## src/rtl/rtc_calendar_core.sv

```systemverilog
`timescale 1ns/1ps
module rtc_calendar_core #(
  parameter int unsigned CENTURY = 100
) (
  input  logic       clk,
  input  logic       rtc_rst_n,
  input  logic       sys_rst_n,
  input  logic       tick_1hz,
  input  logic       wr_en,
  input  logic [3:0] addr,
  input  logic [7:0] wdata,
  output logic [7:0] rdata,
  output logic       upd_pulse,
  output logic       alm_pulse,
  output logic       irq
);
  localparam logic [6:0] YMAX = 7'(CENTURY - 1);
  localparam logic [3:0] A_SEC = 4'h0, A_MIN = 4'h1, A_HR = 4'h2, A_DOW = 4'h3,
                         A_DOM = 4'h4, A_MON = 4'h5, A_YR = 4'h6, A_ASEC = 4'h8,
                         A_AMIN = 4'h9, A_AHR = 4'hA, A_CTL = 4'hF;

  logic [7:0] sec_q, min_q, hour_q, dow_q, dom_q, mon_q, yr_q;
  logic [7:0] asec_q, amin_q, ahr_q;
  logic       hold_q, bin_q, h24_q, dse_q, uie_q, aie_q;
  logic [1:0] run_q;
  logic       fall_q;

  function automatic logic [6:0] dec(input logic [7:0] v, input logic bcd);
    logic [6:0] tens;
    tens = {3'd0, v[7:4]};
    return bcd ? tens * 7'd10 + {3'd0, v[3:0]} : v[6:0];
  endfunction

  function automatic logic [7:0] enc(input logic [6:0] n, input logic bcd);
    logic [3:0] t, o;
    t = 4'(n / 7'd10);
    o = 4'(n % 7'd10);
    return bcd ? {t, o} : {1'b0, n};
  endfunction

  function automatic logic amatch(input logic [7:0] al, input logic [7:0] v);
    return (al[7:6] == 2'b11) || (al == v);
  endfunction

  wire bcd = !bin_q;
  wire step = tick_1hz && !hold_q;

  logic [6:0] s, m, h, hl, dw, d, mo, y;
  logic [6:0] ns, nm, nh, nd, ndw, nmo, ny, hm, hd, mlen;
  logic       at159, spring, fall_hit, new_day, match;
  logic [7:0] sec_n, min_n, hour_n, dow_n, dom_n, mon_n, yr_n;

  always_comb begin
    s  = dec(sec_q, bcd);
    m  = dec(min_q, bcd);
    dw = dec(dow_q, bcd);
    d  = dec(dom_q, bcd);
    mo = dec(mon_q, bcd);
    y  = dec(yr_q, bcd);
    hl = dec({1'b0, hour_q[6:0]}, bcd);
    if (h24_q) h = dec(hour_q, bcd);
    else       h = ((hl == 7'd12) ? 7'd0 : hl) + (hour_q[7] ? 7'd12 : 7'd0);

    case (mo)
      7'd2:                     mlen = (y[1:0] == 2'b00) ? 7'd29 : 7'd28;
      7'd4, 7'd6, 7'd9, 7'd11:  mlen = 7'd30;
      default:                  mlen = 7'd31;
    endcase

    at159    = dse_q && run_q == 2'd2 && dw == 7'd1 && h == 7'd1 && m == 7'd59 && s == 7'd59;
    spring   = at159 && mo == 7'd4 && d <= 7'd7;
    fall_hit = at159 && mo == 7'd10 && d >= 7'd25 && !fall_q;

    ns = s + 7'd1; nm = m; nh = h; nd = d; ndw = dw; nmo = mo; ny = y; new_day = 1'b0;
    if (s >= 7'd59) begin
      ns = 7'd0;
      nm = m + 7'd1;
      if (m >= 7'd59) begin
        nm = 7'd0;
        nh = h + 7'd1;
        if (h >= 7'd23) begin
          nh = 7'd0;
          new_day = 1'b1;
        end
      end
    end
    if (spring)   begin nh = 7'd3; nm = 7'd0; ns = 7'd0; end
    if (fall_hit) begin nh = 7'd1; nm = 7'd0; ns = 7'd0; end
    if (new_day) begin
      ndw = (dw >= 7'd7) ? 7'd1 : dw + 7'd1;
      if (d >= mlen) begin
        nd = 7'd1;
        if (mo >= 7'd12) begin
          nmo = 7'd1;
          ny  = (y >= YMAX) ? 7'd0 : y + 7'd1;
        end else nmo = mo + 7'd1;
      end else nd = d + 7'd1;
    end

    hm = (nh >= 7'd12) ? nh - 7'd12 : nh;
    hd = (hm == 7'd0) ? 7'd12 : hm;
    sec_n  = enc(ns, bcd);
    min_n  = enc(nm, bcd);
    hour_n = h24_q ? enc(nh, bcd) : {nh >= 7'd12, 7'(enc(hd, bcd))};
    dow_n  = enc(ndw, bcd);
    dom_n  = enc(nd, bcd);
    mon_n  = enc(nmo, bcd);
    yr_n   = enc(ny, bcd);
    match  = amatch(asec_q, sec_n) && amatch(amin_q, min_n) && amatch(ahr_q, hour_n);
  end

  always_ff @(posedge clk or negedge rtc_rst_n) begin
    if (!rtc_rst_n) begin
      sec_q <= 8'd0; min_q <= 8'd0; hour_q <= 8'd0; dow_q <= 8'd1;
      dom_q <= 8'd1; mon_q <= 8'd1; yr_q <= 8'd0;
    end else if (hold_q) begin
      if (wr_en) begin
        case (addr)
          A_SEC: sec_q  <= wdata;
          A_MIN: min_q  <= wdata;
          A_HR:  hour_q <= wdata;
          A_DOW: dow_q  <= wdata;
          A_DOM: dom_q  <= wdata;
          A_MON: mon_q  <= wdata;
          A_YR:  yr_q   <= wdata;
          default: ;
        endcase
      end
    end else if (tick_1hz) begin
      sec_q <= sec_n; min_q <= min_n; hour_q <= hour_n; dow_q <= dow_n;
      dom_q <= dom_n; mon_q <= mon_n; yr_q <= yr_n;
    end
  end

  always_ff @(posedge clk or negedge rtc_rst_n) begin
    if (!rtc_rst_n) begin
      asec_q <= 8'd0; amin_q <= 8'd0; ahr_q <= 8'd0; aie_q <= 1'b0;
    end else if (wr_en) begin
      if (addr == A_ASEC) asec_q <= wdata;
      if (addr == A_AMIN) amin_q <= wdata;
      if (addr == A_AHR)  ahr_q  <= wdata;
      if (addr == A_CTL)  aie_q  <= wdata[5];
    end
  end

  always_ff @(posedge clk or negedge sys_rst_n) begin
    if (!sys_rst_n) uie_q <= 1'b0;
    else if (wr_en && addr == A_CTL) uie_q <= wdata[4];
  end

  always_ff @(posedge clk) begin
    if (wr_en && addr == A_CTL) {dse_q, h24_q, bin_q, hold_q} <= wdata[3:0];
  end

  always_ff @(posedge clk or negedge rtc_rst_n) begin
    if (!rtc_rst_n) begin
      run_q <= 2'd0; fall_q <= 1'b0; upd_pulse <= 1'b0; alm_pulse <= 1'b0;
    end else begin
      upd_pulse <= step;
      alm_pulse <= step && match;
      if (hold_q) run_q <= 2'd0;
      else if (tick_1hz && run_q != 2'd2) run_q <= run_q + 2'd1;
      if (step) begin
        if (fall_hit) fall_q <= 1'b1;
        else if (new_day) fall_q <= 1'b0;
      end
    end
  end

  assign irq = (upd_pulse && uie_q) || (alm_pulse && aie_q);

  always_comb begin
    case (addr)
      A_SEC:  rdata = sec_q;
      A_MIN:  rdata = min_q;
      A_HR:   rdata = hour_q;
      A_DOW:  rdata = dow_q;
      A_DOM:  rdata = dom_q;
      A_MON:  rdata = mon_q;
      A_YR:   rdata = yr_q;
      A_ASEC: rdata = asec_q;
      A_AMIN: rdata = amin_q;
      A_AHR:  rdata = ahr_q;
      A_CTL:  rdata = {2'b00, aie_q, uie_q, dse_q, h24_q, bin_q, hold_q};
      default: rdata = 8'd0;
    endcase
  end


  hold_freeze_chk: assert property (@(posedge clk) disable iff (!rtc_rst_n)
    hold_q && !wr_en |=> $stable(sec_q) && $stable(hour_q) && $stable(dom_q) && !upd_pulse);


  upd_src_chk: assert property (@(posedge clk) disable iff (!rtc_rst_n)
    upd_pulse |-> $past(tick_1hz) && !$past(hold_q));


  sec_change_chk: assert property (@(posedge clk) disable iff (!rtc_rst_n)
    !$stable(sec_q) |-> ($past(hold_q) ? $past(wr_en) : $past(tick_1hz)));


  alm_upd_chk: assert property (@(posedge clk) disable iff (!rtc_rst_n)
    alm_pulse |-> upd_pulse);


  irq_quiet_chk: assert property (@(posedge clk) disable iff (!rtc_rst_n)
    !upd_pulse && !alm_pulse |-> !irq);
endmodule

```

## config.mk

```make
export PLATFORM = sky130hd
export DESIGN_NAME = rtc_calendar_core
export DESIGN_NICKNAME = d
export VERILOG_FILES = /design/src/rtl/rtc_calendar_core.sv
export SDC_FILE = /design/constraint.sdc
export NUM_CORES = 1
export LEC_CHECK = 0
export CAP_MARGIN = 10
export CORE_ASPECT_RATIO = 1.2
export CORE_UTILIZATION = 45
export CTS_BUF_LIST = sky130_fd_sc_hd__clkbuf_4 sky130_fd_sc_hd__clkbuf_8
export CTS_CLUSTER_SIZE = 30
export DETAILED_ROUTE_END_ITERATION = 12
export GPL_TIMING_DRIVEN = 0
export HOLD_SLACK_MARGIN = 0.06
export MAX_ROUTING_LAYER = met4
export SETUP_SLACK_MARGIN = 0.1
export SYNTH_ARGS = -nofsm -noshare
export SYNTH_HDL_FRONTEND = slang
export SYNTH_SLANG_ARGS = --single-unit
export TNS_END_PERCENT = 50
```

## constraint.sdc

```tcl
create_clock -name clk -period 9.1 [get_ports clk]
set_input_delay 1.82 -clock clk [delete_from_list [all_inputs] [get_ports clk]]
set_output_delay 1.82 -clock clk [all_outputs]
set_load 0.1 [all_outputs]
```

==> results.md, run 1 <==
- Netlist cell types: 104
- Area occupied by multi-input gates: 10,700 sq um
- EDFF count, synth: 4
- H-tree Lvls: 3
- Skew final: 0.0141 ns
- GR Overflow Total: 0
- Site row count: 67
- CP Max Fanout: 6
- Worst path slowest cell: dfrtp_2
- CP max stage delay: 0.50 ns
- Setup violators final: 0
- Min Tclk post-route: 8.89 ns
- Sequential element share of the synthesized area: 17.8%
- Initial antenna violation count: 1
- Syn Inst Count: 1,731
- Post-synthesis async set-or-reset flop share: 95.6%
- Fillcell total: 2,777
- Yosys warning count: 0
- Detailed placer's ending HPWL: 42,400 microns
- Setup WS pre-CTS: -3.59 ns
- I/O Pins: 28
- Final GP Congestion: 1.04
- Worst-margin pin slew: 1.26 ns
- CTS tree: yes
- Worst setup margin: 0.208 ns
- Mapped Nets: 1,838
- Die X-Extent: 157 microns
- Number of global-route vias before repair: 13,832
- Total of max-cap violations: 0
- Core box area: 28,100 sq um
- Commonest non-fill, non-tap cells in the layout: 175 x nor2_1, 170 x nand2_1, 125 x a21oi_1, 113 x o21ai_0, 79 x dfrtp_1
- Status: completed
- Post-Synth Adder-Cell Area: 9.72%
- Max Root-Sink Buffers: 2
- Fraction of final layout cells sized beyond drive strength 1: 15.1%
- Num CTS Buffers: 9
- DR iter-0 viols: 1,507
- Pre-antenna DRT Iters: 6
- Worst Path Required: 9.39 ns
- Startpoint types: flip-flop
- First-pass GRT wire length: 82,000 microns
- Clock Latency Late Sink: 0.39 ns
- Chip height: 188 microns
- GRT Util Overall: 38.1%
- Most frequent CP cell: ha_4
- WS Path Type: flip-flop to flip-flop
- Reg clk slew, reported paths: 0.11 ns
- Storage element area: 2310 sq um
- Final net count: 1,927
- Placed cells: 2,137
- Drt via density: 6.63
- Non-Filler Instances: 2,206
- Critical path arrival: 9.18 ns
- Initial Utilization: 46.2%
- Final WL: 55,500 microns
- Largest family of logic cells by synthesized area: compound AO/OA/AOI/OAI gates
- Hold WC Path Type: flip-flop to flip-flop
- Fin util: 54.2%
- Synth Cell Area: 13,000 sq um
- Die Footprint: 29,500 sq um
- Root Driver: clkbuf_8
- Post-Synth Simple-Gate Area: 23.1%
- Post-route ant nets: 0
- Clock sink count: 91
- Largest net degree at the start of global routing: 64
- Compound-Gate Fraction of Synth Area: 33.3%
- Maximum clock rate: 112 MHz
- P&R area growth vs syn: 17.4%
- Period utilization: 97.7%
- CP endpoint kind: flip-flop
- Top FF cell, synth: dfrtp_1
- IO buf count: 25
- Residual DRC count: 0
- Mux contribution to synthesized area: 6.72%
- Setup crit start: hour_q[6]
- Hold Crit Start: run_q[1]
- Avg Cell Area, Syn: 7.49 sq um
- Xor/xnor share of the synthesized area: 4.53%
- Slew HR: 15.2%
- Yosys reg bits: 91
- Commonest non-fill, non-tap cell in the layout: nor2_1
- Worst reg2reg startpoint: hour_q[6]
- WL/cell: 25.1 microns
- Vias: 14,634
- Slew Viols, Final: 0
- Final hold vios: 0
## layer usage
| metal | GRT usage [%] | up-vias | part of all wire, % |
|---|---|---|---|
| met2 | 62.6 | 691 | 48 |
| met4 | 22.2 | 0 | 6.4 |
| met5 | - | - | 0 |
| met3 | 4.28 | 206 | 6.7 |
| li1 | - | 6742 | - |
| met1 | 44.5 | 6995 | 39 |
## stage by stage
step	hold slack, ns	instance area (sq um)	TNS [ns]
after floorplan	0.470	13000	0
after global placement	0.505	13700	-42.19
after detailed placement	0.517	13800	-44.24
after CTS	0.542	14500	0
after global routing	0.604	15200	-0.0605
final	0.542	15200	0
## sequential cells by signal, summed over array words and instances (netlist names), 2 cells and up
register	count
sec_q	8
dom_q	8
ahr_q	8
asec_q	8
dow_q	8
mon_q	8
yr_q	8
min_q	8
amin_q	8
hour_q	8
run_q	2
## cells in the mapped netlist, drive strengths merged, types with 22 or more instances
library cell / count / share of area [%]
o211ai: 39 / 2.4
a31oi: 31 / 1.5
nand2b: 34 / 1.6
mux2i: 37 / 3.0
o21a: 22 / 1.3
nand2: 172 / 5.0
and2: 26 / 1.3
nor3: 50 / 2.0
xor2: 24 / 1.6
o21ai: 122 / 4.9
a211oi: 27 / 1.7
buf: 29 / 1.2
nand3: 39 / 1.5
ha: 75 / 7.2
a22oi: 23 / 1.3
a21oi: 130 / 5.0
xnor2: 43 / 2.9
nor2: 187 / 5.5
dfrtp: 84 / 16
inv: 56 / 1.6
clkbuf: 65 / 1.9
mux2: 43 / 3.8
o31ai: 31 / 1.9
## kinds of logic (layout without fill, tap and decap cells)
| logic type | after synthesis | in the layout |
|---|---|---|
| simple gates | 627 | 627 |
| compound gates | 622 | 622 |
| buf+inv | 152 | 246 |
| fa+ha+maj | 92 | 92 |
| flops | 91 | 91 |
| mux | 80 | 80 |
| xor+xnor | 67 | 67 |
| other cells | 0 | 2 |
## area by class of cell
cell class                      count  share of cell area (%)
Multi-Input combinational cell   1488                    70.1
Sequential cell                    91                    15.2
Timing Repair Buffer               80                    4.59
Buffer                             92                    4.23
Tap cell                          379                    3.12
Inverter                           58                    1.46
Clock buffer                        9                   0.814
Clock inverter                      7                   0.452
Antenna cell                        2                  0.0329
## worst paths after layout
check | slack (ns) | endpoint | depth (start not counted)
setup / recovery | 0.21 | alm_pulse | 40
hold reg to reg | 0.54 | run_q[1] | 2
min in group asynchronous | 1.32 | sec_q[0] | 1
max in group asynchronous | 7.07 | dom_q[0] | 2
hold / removal | 0.54 | run_q[1] | 2
setup reg to reg | 0.21 | alm_pulse | 40
## what timing repair did
| item | in CTS | in global routing |
|---|---|---|
| endpoints found under the setup margin | 30 | 12 |
| resized for setup | 83 | 105 |
| buffers inserted | 18 | 34 |
| endpoints found under the hold margin | 0 | 0 |
| hold buffers | 0 | 0 |
| pin swaps | 16 | 43 |
## worst max-delay path, delay by kind of cell (launching register included)
family	cells	cell delay (ns)
flops	1	0.50
fa+ha+maj	8	2.02
compound gates	14	2.96
mux	2	0.59
simple gates	7	1.47
buf+inv	6	0.71
xor+xnor	3	0.52
Power of run 1 is left out: the tool's default activity adds up to more than one toggle a clock period on the data nets, which glitch-free logic cannot reach.
==> run 2: changes to the inputs <==
--- a/config.mk
+++ b/config.mk
@@ -5,15 +5,17 @@
 export SDC_FILE = /design/constraint.sdc
 export NUM_CORES = 1
 export LEC_CHECK = 0
+export ABC_AREA = 1
 export CAP_MARGIN = 10
 export CORE_ASPECT_RATIO = 1.2
-export CORE_UTILIZATION = 45
+export CORE_UTILIZATION = 59
 export CTS_BUF_LIST = sky130_fd_sc_hd__clkbuf_4 sky130_fd_sc_hd__clkbuf_8
 export CTS_CLUSTER_SIZE = 30
 export DETAILED_ROUTE_END_ITERATION = 12
 export GPL_TIMING_DRIVEN = 0
 export HOLD_SLACK_MARGIN = 0.06
 export MAX_ROUTING_LAYER = met4
+export PLACE_DENSITY = 0.8
 export SETUP_SLACK_MARGIN = 0.1
 export SYNTH_ARGS = -nofsm -noshare
 export SYNTH_HDL_FRONTEND = slang
==> results.md, run 2 <==
- Status: completed
- Site row count: 55 (-18%)
- First-pass GRT wire length: 58,200 microns (-29%)
- Chip height: 155 microns (-17%)
- Top cell type's share of synthesized area: 18.3% (+2.0 points)
- EDFF count, synth: 4 (unchanged)
- Final net count: 1,925 (-0.10%)
- Cts hold-fix bufs: 0 (unchanged)
- WL/cell: 18.0 microns (-28%)
- Hold Path Cell Cnt: 2 (unchanged)
- Netlist cell types: 78 (-25%)
- Yosys top cell by area: dfrtp_1
- R2R depth: 58 (+45%)
- GRT Util Overall: 39.3% (+1.2 points)
- Sequential element share of the synthesized area: 20.0% (+2.2 points)
- Most frequent cell after synthesis: nand2_1
- Die Footprint: 20,100 sq um (-32%)
- Worst path slowest cell: dfrtp_1
- Unrepaired setup endpoints after global routing: false
- P&R area growth vs syn: 7.00%
- Reg clk slew, reported paths: 0.10 ns (about the same)
- Flop2flop setup slack: 1.51 ns (+1.30 ns)
- Worst-margin pin slew: 0.975 ns (-0.283 ns)
- Post-CTS setup buffer count: 0 (-18)
- Worst Path Required: 9.41 ns (+0.02 ns)
- Most frequent CP cell: nand2_1
- Min Tclk post-route: 7.59 ns (-1.30 ns)
- IO buf count: 27 (+8.0%)
- Core box area: 19,000 sq um (-32%)
- Root Driver: clkbuf_8
- Post-route ant nets: 0 (unchanged)
- H-tree Lvls: 3 (unchanged)
- Ant diodes: 0 (-2)
- Commonest non-fill, non-tap cell in the layout: nand2_1
- Mapped Nets: 1,886 (+2.6%)
- Vias: 12,382 (-15%)
- Initial antenna violation count: 0 (-1)
- Setup TNS: 0 ns (unchanged)
- Syn Inst Count: 1,779 (+2.8%)
- Avg Cell Area, Syn: 6.47 sq um (-14%)
- WS Path Type: flip-flop to flip-flop
- Number of global-route vias before repair: 11,469 (-17%)
- Period utilization: 83.4% (-14 points)
- Drt via density: 5.96 (-10%)
- Largest net degree at the start of global routing: 45 (-30%)
- Synth Cell Area: 11,500 sq um (-11%)
- CP endpoint kind: flip-flop
- Maximum clock rate: 132 MHz (+17%)
- Yosys warning count: 0 (unchanged)
- GR Overflow Total: 0 (unchanged)
- Clock sink count: 91 (unchanged)
- Num CTS Buffers: 9 (unchanged)
- DR iter-0 viols: 1,129 (-25%)
- Top cells by count, synth: 471 x nand2_1, 243 x inv_1, 165 x nor2_1
- Final GP Congestion: 1.09 (+4.2%)
- Top FF cell, synth: dfrtp_1
- Detailed placer's ending HPWL: 30,600 microns (-28%)
- CP Max Fanout: 8 (+2)
- Residual DRC count: 0 (unchanged)
- Ranking of synthesized cells by area: dfrtp_1 18%, nand2_1 15%, ha_1 8.1%
- Die X-Extent: 130 microns (-17%)
- Initial Utilization: 60.6% (+14 points)
- Max Root-Sink Buffers: 2 (unchanged)
- Commonest non-fill, non-tap cells in the layout: 471 x nand2_1, 243 x inv_1, 165 x nor2_1, 136 x nand3_1, 97 x o21ai_0
- Yosys reg bits: 91 (unchanged)
- Clock Latency Late Sink: 0.38 ns (about the same)
- CP max stage delay: 0.49 ns (about the same)
- Fraction of final layout cells sized beyond drive strength 1: 9.49% (-5.6 points)
- CTS tree: yes
- Slew HR: 34.8% (+20 points)
- Final WL: 37,400 microns (-33%)
- Critical path arrival: 7.91 ns (-1.27 ns)
- Skew final: 0.0123 ns (-0.00182 ns)
- Startpoint types: flip-flop
- Pre-antenna DRT Iters: 6 (unchanged)
- CTS resizes: 0 (-100%)
- Final hold vios: 0 (unchanged)
- Slew Viols, Final: 0 (unchanged)
- Setup violators final: 0 (unchanged)
- Hold WC Path Type: flip-flop to flip-flop
- Post-synthesis async set-or-reset flop share: 95.6% (unchanged)
- I/O Pins: 28 (unchanged)
- Total of max-cap violations: 0 (unchanged)
-- run 2: cell types whose count changed after synthesis, sizes merged, moves of 26 or more --
cell / previous run / this run
o31ai: 31 / 2
mux2: 43 / 1
clkbuf: 65 / 20
nand2: 172 / 502
nand3: 39 / 154
mux2i: 37 / 0
nand2b: 34 / 0
a21oi: 130 / 73
nor3: 50 / 16
xnor2: 43 / 17
inv: 56 / 262
-- run 2: cell type report --
cell class              instances  area (sq um)
fillers                      1816          6670
flip-flops and latches         91          2300
plain buffers                  40           233
well taps                     256           320
inverters                     267          1020
clock inverters                 7          66.3
clock buffers                   9           124
repair buffers                 28           295
multi-input cells            1381          7970
-- run 2: worst paths after layout --
kind                           start         to
setup reg to reg           hour_q[6]  alm_pulse
max in group asynchronous  rtc_rst_n   dom_q[0]
hold / removal             asec_q[5]  asec_q[5]
min in group asynchronous  rtc_rst_n  amin_q[5]
hold reg to reg            asec_q[5]  asec_q[5]
setup / recovery           hour_q[6]  alm_pulse
-- run 2: cells by family (layout without fill, tap and decap cells) --
| group | Yosys count | count (layout) | synth area share, % |
|---|---|---|---|
| simple gates | 905 | 905 | 36.1 |
| compound gates | 332 | 332 | 18.2 |
| buf+inv | 307 | 351 | 10.8 |
| flops | 91 | 91 | 20.0 |
| fa+ha+maj | 90 | 90 | 10.8 |
| xor+xnor | 53 | 53 | 4.03 |
| mux | 1 | 1 | 0.0978 |
-- run 2: per-stage QoR --
| stage | utilization (%) | std cells | setup WS [ns] | area (sq um) | hold WS, ns |
|---|---|---|---|---|---|
| after floorplan | - | 1779 | 2.51 | 11500 | 0.453 |
| after global placement | 63.7 | 2062 | 1.65 | 12100 | 0.471 |
| after detailed placement | 63.9 | 2063 | 1.51 | 12100 | 0.473 |
| after CTS | 64.9 | 2079 | 1.50 | 12300 | 0.500 |
| after global routing | 64.9 | 2079 | 0.729 | 12300 | 0.537 |
| final | 64.9 | 2079 | 1.51 | 12300 | 0.501 |
-- run 2: worst max-delay path, delay by kind of cell, from the launching register on --
kind	cells	cell delay [ns]
AO/OA/AOI/OAI	4	0.65
adder cells (fa/ha/maj)	7	1.86
buffers and inverters	6	0.46
flip-flops	1	0.49
AND/OR/NAND/NOR	41	4.03
-- run 2: layer usage --
metal	up-vias	share of wire (%)	track usage, %	wire, microns
li1	5944	-	-	-
met1	5667	38	43.9	14200
met2	606	48	67.0	18100
met3	165	7.1	4.78	2650
met4	0	6.5	23.3	2440
met5	-	0	-	0
Power of run 2 is left out for the same reason.
